## config.mk

```make
export PLATFORM = sky130hd
export DESIGN_NAME = rx_frame_len_guard
export DESIGN_NICKNAME = d
export VERILOG_FILES = /design/src/rtl/rx_frame_len_guard.sv
export SDC_FILE = /design/constraint.sdc
export NUM_CORES = 1
export LEC_CHECK = 0
export BUFFER_PORTS_ARGS = -buffer_cell sky130_fd_sc_hd__buf_2
export CORE_ASPECT_RATIO = 0.75
export CORE_MARGIN = 2
export CORE_UTILIZATION = 35
export DETAILED_ROUTE_END_ITERATION = 7
export SYNTH_ARGS = -nofsm -noshare
export SYNTH_HDL_FRONTEND = slang
export SYNTH_SLANG_ARGS = --single-unit
export TNS_END_PERCENT = 10
```

## constraint.sdc

```tcl
create_clock -name clk -period 1.8 [get_ports clk]
set_input_delay 0.18 -clock clk [delete_from_list [all_inputs] [get_ports clk]]
set_output_delay 0.18 -clock clk [all_outputs]
set_load 0.01 [all_outputs]
```

## src/rtl/rx_frame_len_guard.sv

```systemverilog
module rx_frame_len_guard #(
  parameter int CNT_W  = 13,
  parameter int DATA_W = 8
) (
  input  logic              clk,
  input  logic              rst_n,
  input  logic              sof_i,
  input  logic              byte_vld_i,
  input  logic [DATA_W-1:0] byte_i,
  output logic              fifo_we_o,
  output logic [DATA_W-1:0] fifo_wdata_o,
  input  logic              reg_wr_i,
  input  logic              reg_sel_i,
  input  logic [DATA_W-1:0] reg_wdata_i,
  output logic [DATA_W-1:0] reg_rdata_o,
  output logic              ovf_o,
  input  logic              ovf_clr_i
);
  localparam int HI_W = CNT_W - DATA_W;
  localparam logic [CNT_W-1:0] CNT_MAX = {CNT_W{1'b1}};

  logic [CNT_W-1:0] lim_q, cnt_q, cnt_base;
  logic             drop_q, drop_base, over_now;

  assign cnt_base  = sof_i ? '0 : cnt_q;
  assign drop_base = sof_i ? 1'b0 : drop_q;
  assign over_now  = byte_vld_i && (lim_q != '0) && (cnt_base >= lim_q);

  assign fifo_we_o    = byte_vld_i && !drop_base && !over_now;
  assign fifo_wdata_o = byte_i;
  assign reg_rdata_o  = reg_sel_i ? DATA_W'({cnt_q[CNT_W-1:DATA_W]})
                                  : cnt_q[DATA_W-1:0];

  always_ff @(posedge clk or negedge rst_n) begin
    if (!rst_n) begin
      lim_q <= '0;
    end else if (reg_wr_i) begin
      if (reg_sel_i) lim_q[CNT_W-1:DATA_W] <= reg_wdata_i[HI_W-1:0];
      else           lim_q[DATA_W-1:0]     <= reg_wdata_i;
    end
  end

  always_ff @(posedge clk or negedge rst_n) begin
    if (!rst_n) begin
      cnt_q  <= '0;
      drop_q <= 1'b0;
    end else begin
      if (byte_vld_i)
        cnt_q <= (cnt_base == CNT_MAX) ? CNT_MAX : cnt_base + 1'b1;
      else
        cnt_q <= cnt_base;
      drop_q <= drop_base || over_now;
    end
  end

  always_ff @(posedge clk or negedge rst_n) begin
    if (!rst_n)          ovf_o <= 1'b0;
    else if (over_now)   ovf_o <= 1'b1;
    else if (ovf_clr_i)  ovf_o <= 1'b0;
  end
endmodule

```

Word-level counts from Yosys, hierarchy flattened. Index checks and enable logic that the tools add are counted. Widths: inputs -> output; s select.

Register bits: 28. Logic and storage cells: 27. Input bits: 23. Output and inout bits: 18.

Equality and inequality tests: 1. Reduce and logical (&&, ||, !) cells: 11. Add/sub/neg operators: 1. Bitwise operators: 1. Muxes and demuxes: 7. $lt $le $gt $ge: 1.

Operators by type and width (count): $mux 13 (3); $add 13x1->13 const B (1); $eq 13x13->1 const B (1); $ge 13x13->1 (1); $reduce_bool 13->1 (1); $mux 8 (1); $logic_and 1x1->1 (4); $reduce_and 2->1 (2); $mux 1 (3); $logic_not 1->1 (2); $reduce_bool 2->1 (1); $logic_or 1x1->1 (1); $not 1->1 (1).

Longest topological paths before layout.
Depth after elaboration: 5. Depth in mapped cells: 8. Mapped depth without buffers: 7.

Worst setup path before layout. Ideal clock, no wire load.

Kind: register -> output. From: register cnt_q[9]. To: output fifo_we_o. Cell stages (with the launch flop): 8. Data required time: 1620 ps. Slack: -61 ps. Path buffers: 0. Arrival time: 1681 ps. Cells stage by stage: dfrtp_1 -> and2b_2 -> ha_1 -> nand4_1 -> nor3_2 -> a41o_1 -> a31oi_2 -> a32o_1.

Cells in the longest elaborated chain, start to end: 5.

Ends and longest elaborated chain: from (decl) (RTL line 22) `logic [CNT_W-1:0] lim_q, cnt_q, cnt_base;`; from (signal assigned) (RTL line 49) `cnt_q <= (cnt_base == CNT_MAX) ? CNT_MAX : cnt_base + 1'b1;`; from (signal assigned) (RTL line 51) `cnt_q <= cnt_base;`; $mux 13 (RTL line 25) `assign cnt_base = sof_i ? '0 : cnt_q;`; $ge 13x13->1 (RTL line 27) `assign over_now = byte_vld_i && (lim_q != '0) && (cnt_base >= lim_q);`; $logic_and 1x1->1 (RTL line 27); $logic_not 1->1 (RTL line 29) `assign fifo_we_o = byte_vld_i && !drop_base && !over_now;`; $logic_and 1x1->1 (RTL line 29); to (decl) (RTL line 10) `output logic fifo_we_o,`.

No other way between the ends.

Worst setup path in the final report.
From: register cnt_q[12]. To: output fifo_we_o.

The elaborated chain is that of the path after synthesis.

==> impl_results.md <==
* Run status: complete, but fails checks
* Violations in the final reports: negative setup slack
* Nets at between 200 and 300
* Top flip-flop cell by instance count after synthesis: dfrtp_1
* CP Max Fanout at 2
* Final standard cell count with taps included and fillers excluded at 296
* P_int at around 1100 uW
* Setup Total Neg Slack at -469.4 ps
* Number of enable flip-flop cells after synthesis at 0
* Top area cells in the synthesized netlist: dfrtp_1 (38%), ha_1 (7.5%), mux2_2 (7.4%)
* Area occupied by multi-input gates at 1011 um^2
* FF+latch count, synth at 28
* Crit path capture type: output pin
* Placed Instances at between 200 and 300
* Fraction of final layout cells with drive strength greater than 1 at 0.3898
* I/O Buffers at 24
* Cells after Synth at approximately 190
* Total Die Area at slightly below 6000 um^2
* Type of the worst min-delay path: input pin to flop
* Final estimated routing congestion in global placement at ~0.84
* Final HPWL DP at 3252 um
* Latest clock arrival within the worst-skew pair at between 200 and 300 ps
* Worst slew slack as a fraction of its limit at 0.5579
* Switching portion of total power at 0.2638
* CTS tree: built
* Detailed-route DRC error count at 0
* Sequential cell area at 700.7 um^2
* Drt first pass iters at 4
* Average instance area after synthesis at 9.769 um^2
* Top-Level Pins at 41
* Crit path time final at 2260 ps
* Ys Warns at 0
* Total congestion overflow after global routing at 0
* Most common cell after layout, fill and taps aside: buf_4
* Relative contribution of sequential cells to total power at 0.472
* RSZ-0062 raised after global routing: true
* Max-cap check violation count at 0
* Post-Route Hold Slack at around 95 ps
* Worst setup path class: flop to output pin
* Instance area after placement at roughly 2200 um^2
* Number of global-route vias before repair at 1444
* Syn Std Cell Area at 1827 um^2
* Crit path required time at 1620 ps
* Post-Layout Inst Area at 2292 um^2
* Root buffer cell: clkbuf_8
* Number of buffers inserted during clock tree synthesis at 3
* Clock slew seen by the registers of the worst setup and hold paths at 110 ps
* Effective utilization at floorplan at 0.3687
* Antenna diode count at 0
* Total nets after synthesis at 221
* Number of sinks on the clock net at 28
* Post-detailed-route count of antenna-violating nets at 0
* Peak VDD IR at ~0.35 mV
* Share of the cycle needed by the critical path after routing at 1.256
* Count of pins over their slew limit at 0
* Post-Route Utilization at 0.4626
* Switching power at about 400 uW
* Top cell type by total area after synthesis: dfrtp_1
* Maximum number of pins on one net before global-route repair at 29
* Fraction of registers with async set/reset at 1.000
* Total wire length at 4262 um
* Iteration-0 DRC count of the detailed router at 107
* Tot GR Track Use at 0.1579
* Chip height at 66.57 um
* Share of Yosys cell area claimed by the top area cell type at 0.3836
* Depth of the CTS H-tree at 1
* Power per Cell Area at 659.4 nW/um^2
* Crit path DAT at between 2000 and 2500 ps
* Clock skew after layout at 3.503 ps
* Area growth from synthesis to final layout at 25.48%
* Commonest non-fill, non-tap cells in the layout: buf_4 (33), dfrtp_1 (28), buf_2 (24)
* Die X-Extent at 87.42 um
* Comb power frac at 0.187
* Part of the power in the clock network at 0.341
* First-pass GRT wire length at 7017 um
* Setup crit start kind: flop
* Worst Max-Slew Pin Slew at 663.2 ps
* Sequential share of the synthesized area at 0.3836
* Worst-case setup margin in the final layout at -460.4 ps
* Total count of hold-check failures in the final report at 0
* Number of vias in the routed layout at between 1000 and 1500
* Number of rows created at floorplan at 22
* Number of antenna violations at the first check in global routing at 0
* Via-per-instance ratio at 4.905
* Area inside the core boundary at 4955 um^2
* Number of setup violations in the final report at 2
* Fillcell total at 488
* Unique cell type count in the Yosys netlist at 47
* Maximum clock frequency at 442.4 MHz
* Leakage power figure at 0.001238 uW
* Maximum root-to-sink buffer count at 2
* Average wire per cell in the routed design at 14.40 um
-- Yosys cell counts (all sizes together) (2+ instances only) --
cell	instances
buf	11
clkbuf	2
nor4	3
nand3	4
nand2	24
nand2b	4
and4	2
a21oi	8
nor2	5
nand4	4
and4b	2
a21o	4
and3	2
mux2	12
nor3	2
nor2b	11
xor2	7
o21ai	11
dfrtp	28
o221ai	2
ha	11
a31oi	2
inv	15
and2b	2
-- flip-flops by register name, indices dropped and copies added, names as in the netlist --
signal / count
drop_q: 1
lim_q: 13
ovf_o: 1
cnt_q: 13
-- power by group through the flow --
| stage | Combinational (uW) | Sequential, uW | Clock, uW |
|---|---|---|---|
| floorplan | 176 | 717 | 0 |
| CTS | 283 | 714 | 530 |
| detailed placement | 273 | 727 | 0 |
| global placement | 271 | 726 | 0 |
| global route | 315 | 720 | 553 |
| finish | 282 | 714 | 516 |
-- through the flow --
stage / power [uW] / setup WS, ps
5_1_grt: 1588 / -581.0
6_report: 1511 / -460.4
3_5_place_dp: 1000 / -213.6
3_3_place_gp: 997.5 / -157.4
2_1_floorplan: 893.2 / 8.585
4_1_cts: 1527 / -469.4
-- kinds of logic (layout without fill, tap and decap cells) --
family	count (synthesis)	in the layout	synth area share
AO/OA/AOI/OAI	32	32	0.1164
adder cells (fa/ha/maj)	12	12	0.08151
XOR/XNOR	7	7	0.03356
buffers and inverters	28	77	0.07876
flip-flops	28	28	0.3836
AND/OR/NAND/NOR	67	67	0.2267
multiplexers	13	13	0.07945
-- layout make-up --
| class | instances | share of cell area |
|---|---|---|
| flip-flops and latches | 28 | 0.3057 |
| clock inverters | 1 | 0.01310 |
| multi-input cells | 131 | 0.4410 |
| clock buffers | 3 | 0.01801 |
| well taps | 60 | 0.03275 |
| repair buffers | 58 | 0.1648 |
| inverters | 15 | 0.02456 |
-- repair_timing --
item	4_1_cts	5_1_grt
hold buffers	1	0
resized for setup	4	1
endpoints found under the hold margin	28	0
buffers inserted	0	0
endpoints found under the setup margin	3	3
-- worst max-delay path, cell delays in order (launching register included) --
cell and delay (ps):
dfrtp_1 400, and2b_4 170, ha_1 290, nand4_1 160, nor3_2 180, a41o_1 200
a31oi_2 50, a32o_1 230, buf_2 140
-- worst paths after layout --
| check | start | to | slack, ps | cells after the start |
|---|---|---|---|---|
| min in group asynchronous | rst_n | cnt_q[3] | 460 | 2 |
| worst min register to register | lim_q[10] | lim_q[10] | 550 | 1 |
| max in group asynchronous | rst_n | cnt_q[5] | 920 | 2 |
| worst max register to register | cnt_q[2] | ovf_o | -10 | 7 |
| worst min-delay path | reg_wdata_i[7] | lim_q[7] | 90 | 3 |
| worst max-delay path | cnt_q[12] | fifo_we_o | -460 | 8 |
-- metal layers --
| layer | vias up | global-route usage | wire (um) |
|---|---|---|---|
| met5 | - | 0 | 0 |
| met4 | 0 | 0.01346 | 10 |
| met3 | 2 | 0.03346 | 107 |
| met2 | 17 | 0.2415 | 1882 |
| met1 | 692 | 0.2365 | 2261 |
| li1 | 741 | - | - |
Power figures use the tool's default switching activity.
